==> src/rtl/thermo_calib_max.sv <==
module thermo_calib_max #(
  parameter int LIMIT = 200000
)(
  input  logic               clk,
  input  logic               rst_n,
  input  logic [31:0]        fuse0,
  input  logic [31:0]        fuse1,
  input  logic [31:0]        fuse2,
  input  logic               start,
  input  logic               in_valid,
  input  logic [2:0]         in_sensor,
  input  logic [15:0]        in_raw,
  input  logic               in_last,
  output logic               busy,
  output logic               out_valid,
  output logic signed [31:0] out_temp,
  output logic signed [31:0] bank_max,
  output logic               done
);
  localparam int NS = 5;
  localparam logic [31:0] NUMER = 32'd1627604160;
  localparam logic signed [31:0] NEG_MIN = 32'sh80000000;

  logic [9:0]        gain_d, gain_q;
  logic [5:0]        degc_d, degc_q;
  logic signed [6:0] slope_d, slope_q;
  logic [8:0]        vts_d [NS];
  logic [8:0]        vts_q [NS];

  always_comb begin
    if (fuse0[0]) begin
      gain_d  = fuse1[31:22];
      degc_d  = fuse0[6:1];
      slope_d = (fuse0[7] & fuse1[9]) ? -$signed({1'b0, fuse0[31:26]})
                                      :  $signed({1'b0, fuse0[31:26]});
      vts_d[0] = fuse0[25:17];
      vts_d[1] = fuse0[16:8];
      vts_d[2] = fuse1[8:0];
      vts_d[3] = fuse2[31:23];
      vts_d[4] = fuse2[22:14];
    end else begin
      gain_d  = 10'd512;
      degc_d  = 6'd40;
      slope_d = 7'sd0;
      for (int i = 0; i < NS; i++) vts_d[i] = 9'd260;
    end
  end

  wire unused_bits = ^{fuse1[21:10], fuse2[13:0], in_raw[15:12]};

  logic [1:0]  phase;
  logic [4:0]  cnt;
  logic [31:0] quo, rem, scale, dvs1, dvs2, dvs, rem_n, quo_n;
  logic [32:0] shifted, trial;

  assign busy    = (phase != 2'd0);
  assign dvs1    = 32'(32'sd165 + 32'(slope_q));
  assign dvs2    = 32'd10000 + {22'd0, gain_q};
  assign dvs     = (phase == 2'd1) ? dvs1 : dvs2;
  assign shifted = {rem, quo[31]};
  assign trial   = shifted - {1'b0, dvs};
  assign rem_n   = trial[32] ? shifted[31:0] : trial[31:0];
  assign quo_n   = {quo[30:0], ~trial[32]};

  logic              take_start, accept;
  logic [2:0]        sidx;
  logic signed [31:0] diff, prod, conv, clamped;

  assign take_start = start && !busy;
  assign accept     = in_valid && !busy && !start;
  assign sidx       = (in_sensor > 3'd4) ? 3'd4 : in_sensor;
  assign diff    = $signed({20'd0, in_raw[11:0]}) - $signed({23'd0, vts_q[sidx]}) - 32'sd3350;
  assign prod    = $signed(scale) * diff;
  assign conv    = $signed({26'd0, degc_q}) * 32'sd500 - (prod >>> 3);
  assign clamped = (conv > LIMIT) ? 32'sd0 : conv;

  always_ff @(posedge clk or negedge rst_n) begin
    if (!rst_n) begin
      phase     <= 2'd0;
      cnt       <= 5'd0;
      quo       <= 32'd0;
      rem       <= 32'd0;
      scale     <= 32'd0;
      gain_q    <= 10'd0;
      degc_q    <= 6'd0;
      slope_q   <= 7'sd0;
      for (int i = 0; i < NS; i++) vts_q[i] <= 9'd0;
      out_valid <= 1'b0;
      out_temp  <= 32'sd0;
      bank_max  <= NEG_MIN;
      done      <= 1'b0;
    end else begin
      out_valid <= accept;
      done      <= accept && in_last;
      if (accept) begin
        out_temp <= clamped;
        if (clamped > bank_max) bank_max <= clamped;
      end
      if (take_start) begin
        gain_q   <= gain_d;
        degc_q   <= degc_d;
        slope_q  <= slope_d;
        vts_q    <= vts_d;
        phase    <= 2'd1;
        cnt      <= 5'd0;
        quo      <= NUMER;
        rem      <= 32'd0;
        bank_max <= NEG_MIN;
      end else if (busy) begin
        cnt <= cnt + 5'd1;
        if (cnt == 5'd31) begin
          rem <= 32'd0;
          if (phase == 2'd1) begin
            quo   <= quo_n;
            phase <= 2'd2;
          end else begin
            scale <= quo_n;
            phase <= 2'd0;
          end
        end else begin
          rem <= rem_n;
          quo <= quo_n;
        end
      end
    end
  end
endmodule

==> config.mk <==
export PLATFORM = sky130hd
export DESIGN_NAME = thermo_calib_max
export DESIGN_NICKNAME = d
export VERILOG_FILES = /design/src/rtl/thermo_calib_max.sv
export SDC_FILE = /design/constraint.sdc
export NUM_CORES = 1
export LEC_CHECK = 0
export ABC_AREA = 1
export BUFFER_PORTS_ARGS = -buffer_cell sky130_fd_sc_hd__buf_2
export CORE_MARGIN = 2
export CORE_UTILIZATION = 57
export DETAILED_ROUTE_END_ITERATION = 10
export PLACE_DENSITY = 0.8
export SYNTH_ARGS = -nofsm -noshare
export SYNTH_HDL_FRONTEND = slang
export SYNTH_SLANG_ARGS = --single-unit
==> constraint.sdc <==
create_clock -name clk -period 21.2 [get_ports clk]
set_input_delay 3.18 -clock clk [delete_from_list [all_inputs] [get_ports clk]]
set_output_delay 3.18 -clock clk [all_outputs]
set_load 0.05 [all_outputs]
==> metrics.cfg, run 1 <==
[yosys]
synth_cell_types=61
syn-num-nets=3817
synth_top_area_cell=dfrtp_1
ys_seq_area_share_pct=23.3
synth_area_um2=25100
ys_seq_elements=234
yosysWarnings=0
synth-edff-count=0
syn_avg_cell_area_um2=7.78
ys_top_cells_by_area=dfrtp_1 (23%), fa_1 (23%), nand2_1 (11%)
synth-main-ff-cell=dfrtp_1
synth_top_area_share_pct=23.2
synthTopCellsByCount=nand2_1 (718), inv_1 (677), fa_1 (288)
synthArstFlopShare_pct=100
synth.most_common_cell=nand2_1
synth_cells=3229

[critical_path]
path_common_cell=nand2_1
cp.required_ns=21.69
cp_max_fo=56
max_stage_delay_ns=0.99
slowest_stage=clkinv_1
critPathCaptureType=flop
start_kind=primary input
path_class=primary input to flop
worstPathArrival_ns=18.63

[clocking]
cts_root_buf=clkbuf_16
clkSinkCount=234
postCtsHoldBufs=0
path_clk_slew_ns=0.06
cts_made_buffers=26
cts_buffer_depth=3
post_cts_resize_count=0
cts_tree=yes
h-tree-depth=1
clock_latency_ns=0.57
cts_setup_buffers=0

[routing]
vias=21200
drt_first_pass_iters=6
ant_nets=0
drt_iter0_drc=1755
post_drt_via_cell_ratio=5.39
drc=0
avgRoutedWirePerCell_um=15.7
totalWireLength_mm=61.8

[run_status]
outcome=complete, no violations

[grt]
grt.overflow.total=0
grt_pass1_vias=21400
grt_pass1_wl_mm=104
antenna_found_initial=5
grt_start_max_net_pins=109
track_usage_pct=28.4

[layout]
layout-drive-gt1-share_pct=8.22
regArea_um2=5860
multi_input_area_um2=16200
fin_area_um2=27300
area_delta_synth_final_pct=8.88
finish.utilization_pct=63.2
fin_cells=3934
nNetsFinal=3913
fillCellCount=3643

[sta]
clock.fmax_mhz=55.1
final_max_slew_viol_count=0
finalSetupViolCount=0
min_period_ns=18.14
period_share_pct=85.6
final_hold_viol_count=0
setup_total_negative_slack_ns=0
slew-limit-headroom_pct=21.8
hold_slack_ns=0.475
rsz0062_at_grt=no
fin_worst_skew_ns=0.0196
worstMarginPinSlew_ns=1.17
setup_ws_ns=3.06

[place]
place_inst=3882
place_area_um2=26300
place_hpwl_mm=47.3
place_congestion=0.907
numPortBuffers=156
post-place-ws_ns=2.76

[floorplan]
coreArea_um2=43300
die_h_um=214
fp.dieW_um=214
die_area_um2=45700
start_util_pct=58.0
row_count=76
io_pins=187

[power]
p_total_mw=1.39
power_density_nw_per_um2=50.8
p_leak_nw=14.6
power.ir.vdd_worst_uv=88.7

[min_path]
hp-class=flop to flop

[flow_run]
maxCapViolCount=0

[registers in the layout, indices dropped and copies added, names as in the netlist]
signal	flops
phase	2
rem	32
slope_q	7
out_valid	1
vts_q	45
bank_max	31
done	1
degc_q	6
gain_q	10
quo	32
cnt	5
scale	32
out_temp	30
[cell type report]
cell class	count	share of cell area (%)
Antenna cell	5	0.0458
Clock buffer	33	2.66
Clock inverter	14	0.998
Inverter	695	9.54
Multi-Input combinational cell	2190	59.2
Sequential cell	234	21.4
Tap cell	585	2.68
Timing Repair Buffer	178	3.50
[worst max-delay path, delay by kind of cell]
kind,cells,cell delay (ns)
fa+ha+maj,12,4.80
buf+inv,16,3.68
compound gates,12,2.26
simple gates,27,4.02
xor+xnor,2,0.61
[worst paths after layout]
check	end	slack, ns	cells after the start	start
setup / recovery	bank_max[11]$_DFFE_PN0P_	3.06	69	in_sensor[0]
hold / removal	out_temp[4]$_DFFE_PN0P_	0.47	2	out_temp[4]$_DFFE_PN0P_
setup reg to reg	bank_max[11]$_DFFE_PN0P_	6.69	66	vts_q[18]$_DFFE_PN0P_
hold reg to reg	out_temp[4]$_DFFE_PN0P_	0.47	2	out_temp[4]$_DFFE_PN0P_
max in group asynchronous	bank_max[20]$_DFFE_PN0P_	17.13	2	rst_n
min in group asynchronous	gain_q[6]$_DFFE_PN0P_	2.67	1	rst_n
[cell usage in the layout (no fill, tap or decap), types with 6 or more instances in the layout]
cell type	n
a21oi_1	127
a22o_1	25
a22oi_1	10
buf_2	155
buf_4	22
bufinv_16	6
clkbuf_16	26
clkinv_1	9
dfrtp_1	233
fa_1	288
ha_1	180
inv_1	677
inv_2	9
nand2_1	718
nand2_2	9
nand3_1	157
nand4_1	25
nor2_1	260
nor3_1	18
nor4_1	7
o21ai_0	166
o21ai_1	6
o21bai_1	8
o22a_1	7
o22ai_1	35
or2_2	9
xnor2_1	18
xor2_1	46
[cell families (layout without fill, tap and decap cells)]
family / count (synthesis) / in the layout / share of synthesized area (%)
xor+xnor: 66 / 66 / 2.36
fa+ha+maj: 468 / 468 / 31.9
buf+inv: 805 / 920 / 12.3
other cells: 0 / 5 / 0
flops: 234 / 234 / 23.3
simple gates: 1226 / 1226 / 20.1
compound gates: 430 / 430 / 10.0
[power by group]
group	total (mW)	switching (mW)	internal (mW)
Clock	0.516	0.197	0.319
Combinational	0.426	0.300	0.126
Sequential	0.447	0	0.447
[per-layer routing]
metal  GRT usage, %  vias up  routed length (um)
met2           49.4      739               30000
met4           9.36        0                2030
met1           36.3    10200               25100
met3           4.60      134                4720
li1               -    10200                   -
met5              0        -                   0
No activity file was read; power rests on OpenSTA's default activity.
==> run 2: changes to the inputs <==
ABC_AREA = 0   (was 1)
==> metrics.cfg, run 2 <==
[sta]
final_max_slew_viol_count=0  ; unchanged
slew-limit-headroom_pct=23.2  ; +1.4 points
min_period_ns=19.50  ; +1.36 ns
worstMarginPinSlew_ns=1.15  ; -0.0137 ns
hold_slack_ns=0.458  ; -0.0171 ns
final_hold_viol_count=0  ; unchanged
period_share_pct=92.0  ; +6.4 points
setup_total_negative_slack_ns=0  ; unchanged
rsz0062_at_grt=no
finalSetupViolCount=0  ; unchanged
clock.fmax_mhz=51.3  ; -7.0%
fin_worst_skew_ns=0.0209  ; +0.00126 ns

[clocking]
post_cts_resize_count=0  ; unchanged
cts_root_buf=clkbuf_16
cts_made_buffers=24  ; -7.7%
cts_setup_buffers=0  ; unchanged
cts_tree=yes
path_clk_slew_ns=0.06  ; about the same
h-tree-depth=1  ; unchanged
cts_buffer_depth=3  ; unchanged
clkSinkCount=234  ; unchanged
clock_latency_ns=0.54  ; -0.03 ns
postCtsHoldBufs=0  ; unchanged

[place]
place_area_um2=26700  ; +1.6%
numPortBuffers=156  ; unchanged
place_congestion=0.884  ; -2.6%
place_inst=3535  ; -8.9%
place_hpwl_mm=47.4  ; +0.11%

[critical_path]
critPathCaptureType=flop
slowest_stage=nand2_1
cp.required_ns=21.64  ; -0.05 ns
max_stage_delay_ns=0.79  ; -0.20 ns
cp_max_fo=32  ; -43%
path_class=primary input to flop
start_kind=primary input
worstPathArrival_ns=19.94  ; +1.31 ns

[yosys]
synthSimpleGateAreaFrac_pct=18.7  ; -1.3 points
synth.most_common_cell=nand2_1
synth_compound_area_share_pct=11.6  ; +1.6 points
synth-main-ff-cell=dfrtp_1
synthMuxAreaShare_pct=2.63  ; +2.6 points
synth-edff-count=0  ; unchanged
syn-num-nets=3499  ; -8.3%
yosysWarnings=0  ; unchanged
synth_xor_area_share_pct=4.46  ; +2.1 points
synth_top_area_share_pct=22.8  ; -0.44 points
synth_cells=2911  ; -9.8%
synthArstFlopShare_pct=100  ; unchanged
ys_seq_area_share_pct=22.9  ; -0.44 points
synth_area_um2=25600  ; +1.9%
ys_seq_elements=234  ; unchanged
synth_cell_types=85  ; +39%
synth_fa_ha_area_share_pct=31.3  ; -0.60 points
synth_top_family_by_area=adder cells
ys_top_cells_by_area=dfrtp_1 (23%), fa_1 (23%), ha_1 (8.8%)
syn_avg_cell_area_um2=8.79  ; +13%
synthTopCellsByCount=nand2_1 (453), inv_1 (413), fa_1 (288)
synth_top_area_cell=dfrtp_1

[grt]
grt.overflow.total=0  ; unchanged
grt_pass1_vias=22100  ; +3.0%
grt_start_max_net_pins=107  ; -1.8%
grt_pass1_wl_mm=106  ; +2.6%
antenna_found_initial=1  ; -4
track_usage_pct=27.5  ; -0.86 points

[power]
power_density_nw_per_um2=143  ; +180%
power.ir.vdd_worst_uv=206  ; +130%
p_total_mw=3.95  ; +180%
p_leak_nw=13.7  ; -6.3%

[routing]
drt_iter0_drc=1469  ; -16%
drt_first_pass_iters=6  ; unchanged
vias=20800  ; -2.0%
totalWireLength_mm=62.7  ; +1.4%
post_drt_via_cell_ratio=5.81  ; +7.8%
avgRoutedWirePerCell_um=17.5  ; +12%
ant_nets=0  ; unchanged
drc=0  ; unchanged

[floorplan]
fp.dieW_um=216  ; +0.94%
die_h_um=216  ; +0.94%
row_count=77  ; +1.3%
die_area_um2=46600  ; +1.9%
start_util_pct=57.9  ; -0.16 points
coreArea_um2=44200  ; +2.2%
io_pins=187  ; unchanged

[layout]
nNetsFinal=3557  ; -9.1%
layout-drive-gt1-share_pct=9.28  ; +1.1 points
fin_cells=3577  ; -9.1%
fillCellCount=3564  ; -2.2%
area_delta_synth_final_pct=7.44
final_common_cell=nand2_1
fin_area_um2=27500  ; +0.57%
layout_common_cells=nand2_1 (452), inv_1 (413), fa_1 (288), dfrtp_1 (233), ha_1 (180)
top_register=vts_q
largest_reg_flops=45  ; unchanged

[flow_run]
maxCapViolCount=0  ; unchanged

[run_status]
outcome=complete, no violations

[min_path]
hp-class=flop to flop

run 2: final timing paths:
check	startpoint	end	slack, ns	cells past startpoint
max in group asynchronous	rst_n	quo[10]$_DFFE_PN0P_	17.01	2
max	in_sensor[0]	bank_max[6]$_DFFE_PN0P_	1.70	61
min reg2reg	vts_q[43]$_DFFE_PN0P_	vts_q[43]$_DFFE_PN0P_	0.46	2
min in group asynchronous	rst_n	rem[1]$_DFFE_PN0P_	2.66	1
min	vts_q[43]$_DFFE_PN0P_	vts_q[43]$_DFFE_PN0P_	0.46	2
max reg2reg	vts_q[37]$_DFFE_PN0P_	bank_max[6]$_DFFE_PN0P_	4.89	57
run 2: worst max-delay path, delay by kind of cell:
kind                     cells  cell delay [ns]
buffers and inverters       11             1.75
XOR/XNOR                     1             0.13
AND/OR/NAND/NOR             15             4.61
adder cells (fa/ha/maj)     12             5.10
AO/OA/AOI/OAI               22             5.12
run 2: layout make-up:
class | count | area (um^2) | share of cell area, %
Clock buffer | 34 | 679 | 2.47
Tap cell | 592 | 741 | 2.69
Timing Repair Buffer | 179 | 963 | 3.50
Sequential cell | 234 | 5860 | 21.3
Multi-Input combinational cell | 2115 | 17600 | 64.1
Antenna cell | 1 | 2.50 | 0.00910
Inverter | 415 | 1560 | 5.67
Clock inverter | 7 | 67.6 | 0.246
run 2: cell families after synthesis:
| logic type | count (synthesis) |
|---|---|
| and+or+nand+nor | 1025 |
| muxes | 63 |
| AOI/OAI and AO/OA | 439 |
| xor gates and xnor gates | 120 |
| adders and majority gates | 468 |
| buffers and inverters | 562 |
| DFF | 234 |
run 2: per-layer routing:
| layer | global-route usage, % | routed length, um |
|---|---|---|
| met2 | 48.8 | 31700 |
| met3 | 3.92 | 3710 |
| met5 | 0 | 0 |
| met4 | 9.43 | 2060 |
| met1 | 34.5 | 25200 |
run 2: power breakdown:
group	switching, mW	internal [mW]	total, mW	leakage (nW)
Combinational	1.83	1.01	2.84	10.3
Clock	0.178	0.235	0.413	0.369
Sequential	0.111	0.579	0.690	3.00
run 2: stage by stage:
step,setup WS (ns),utilization [%]
after floorplan,4.32,-
after global placement,1.90,60.5
after detailed placement,1.47,60.5
after CTS,1.99,62.2
after global routing,0.667,62.2
final,1.70,62.2
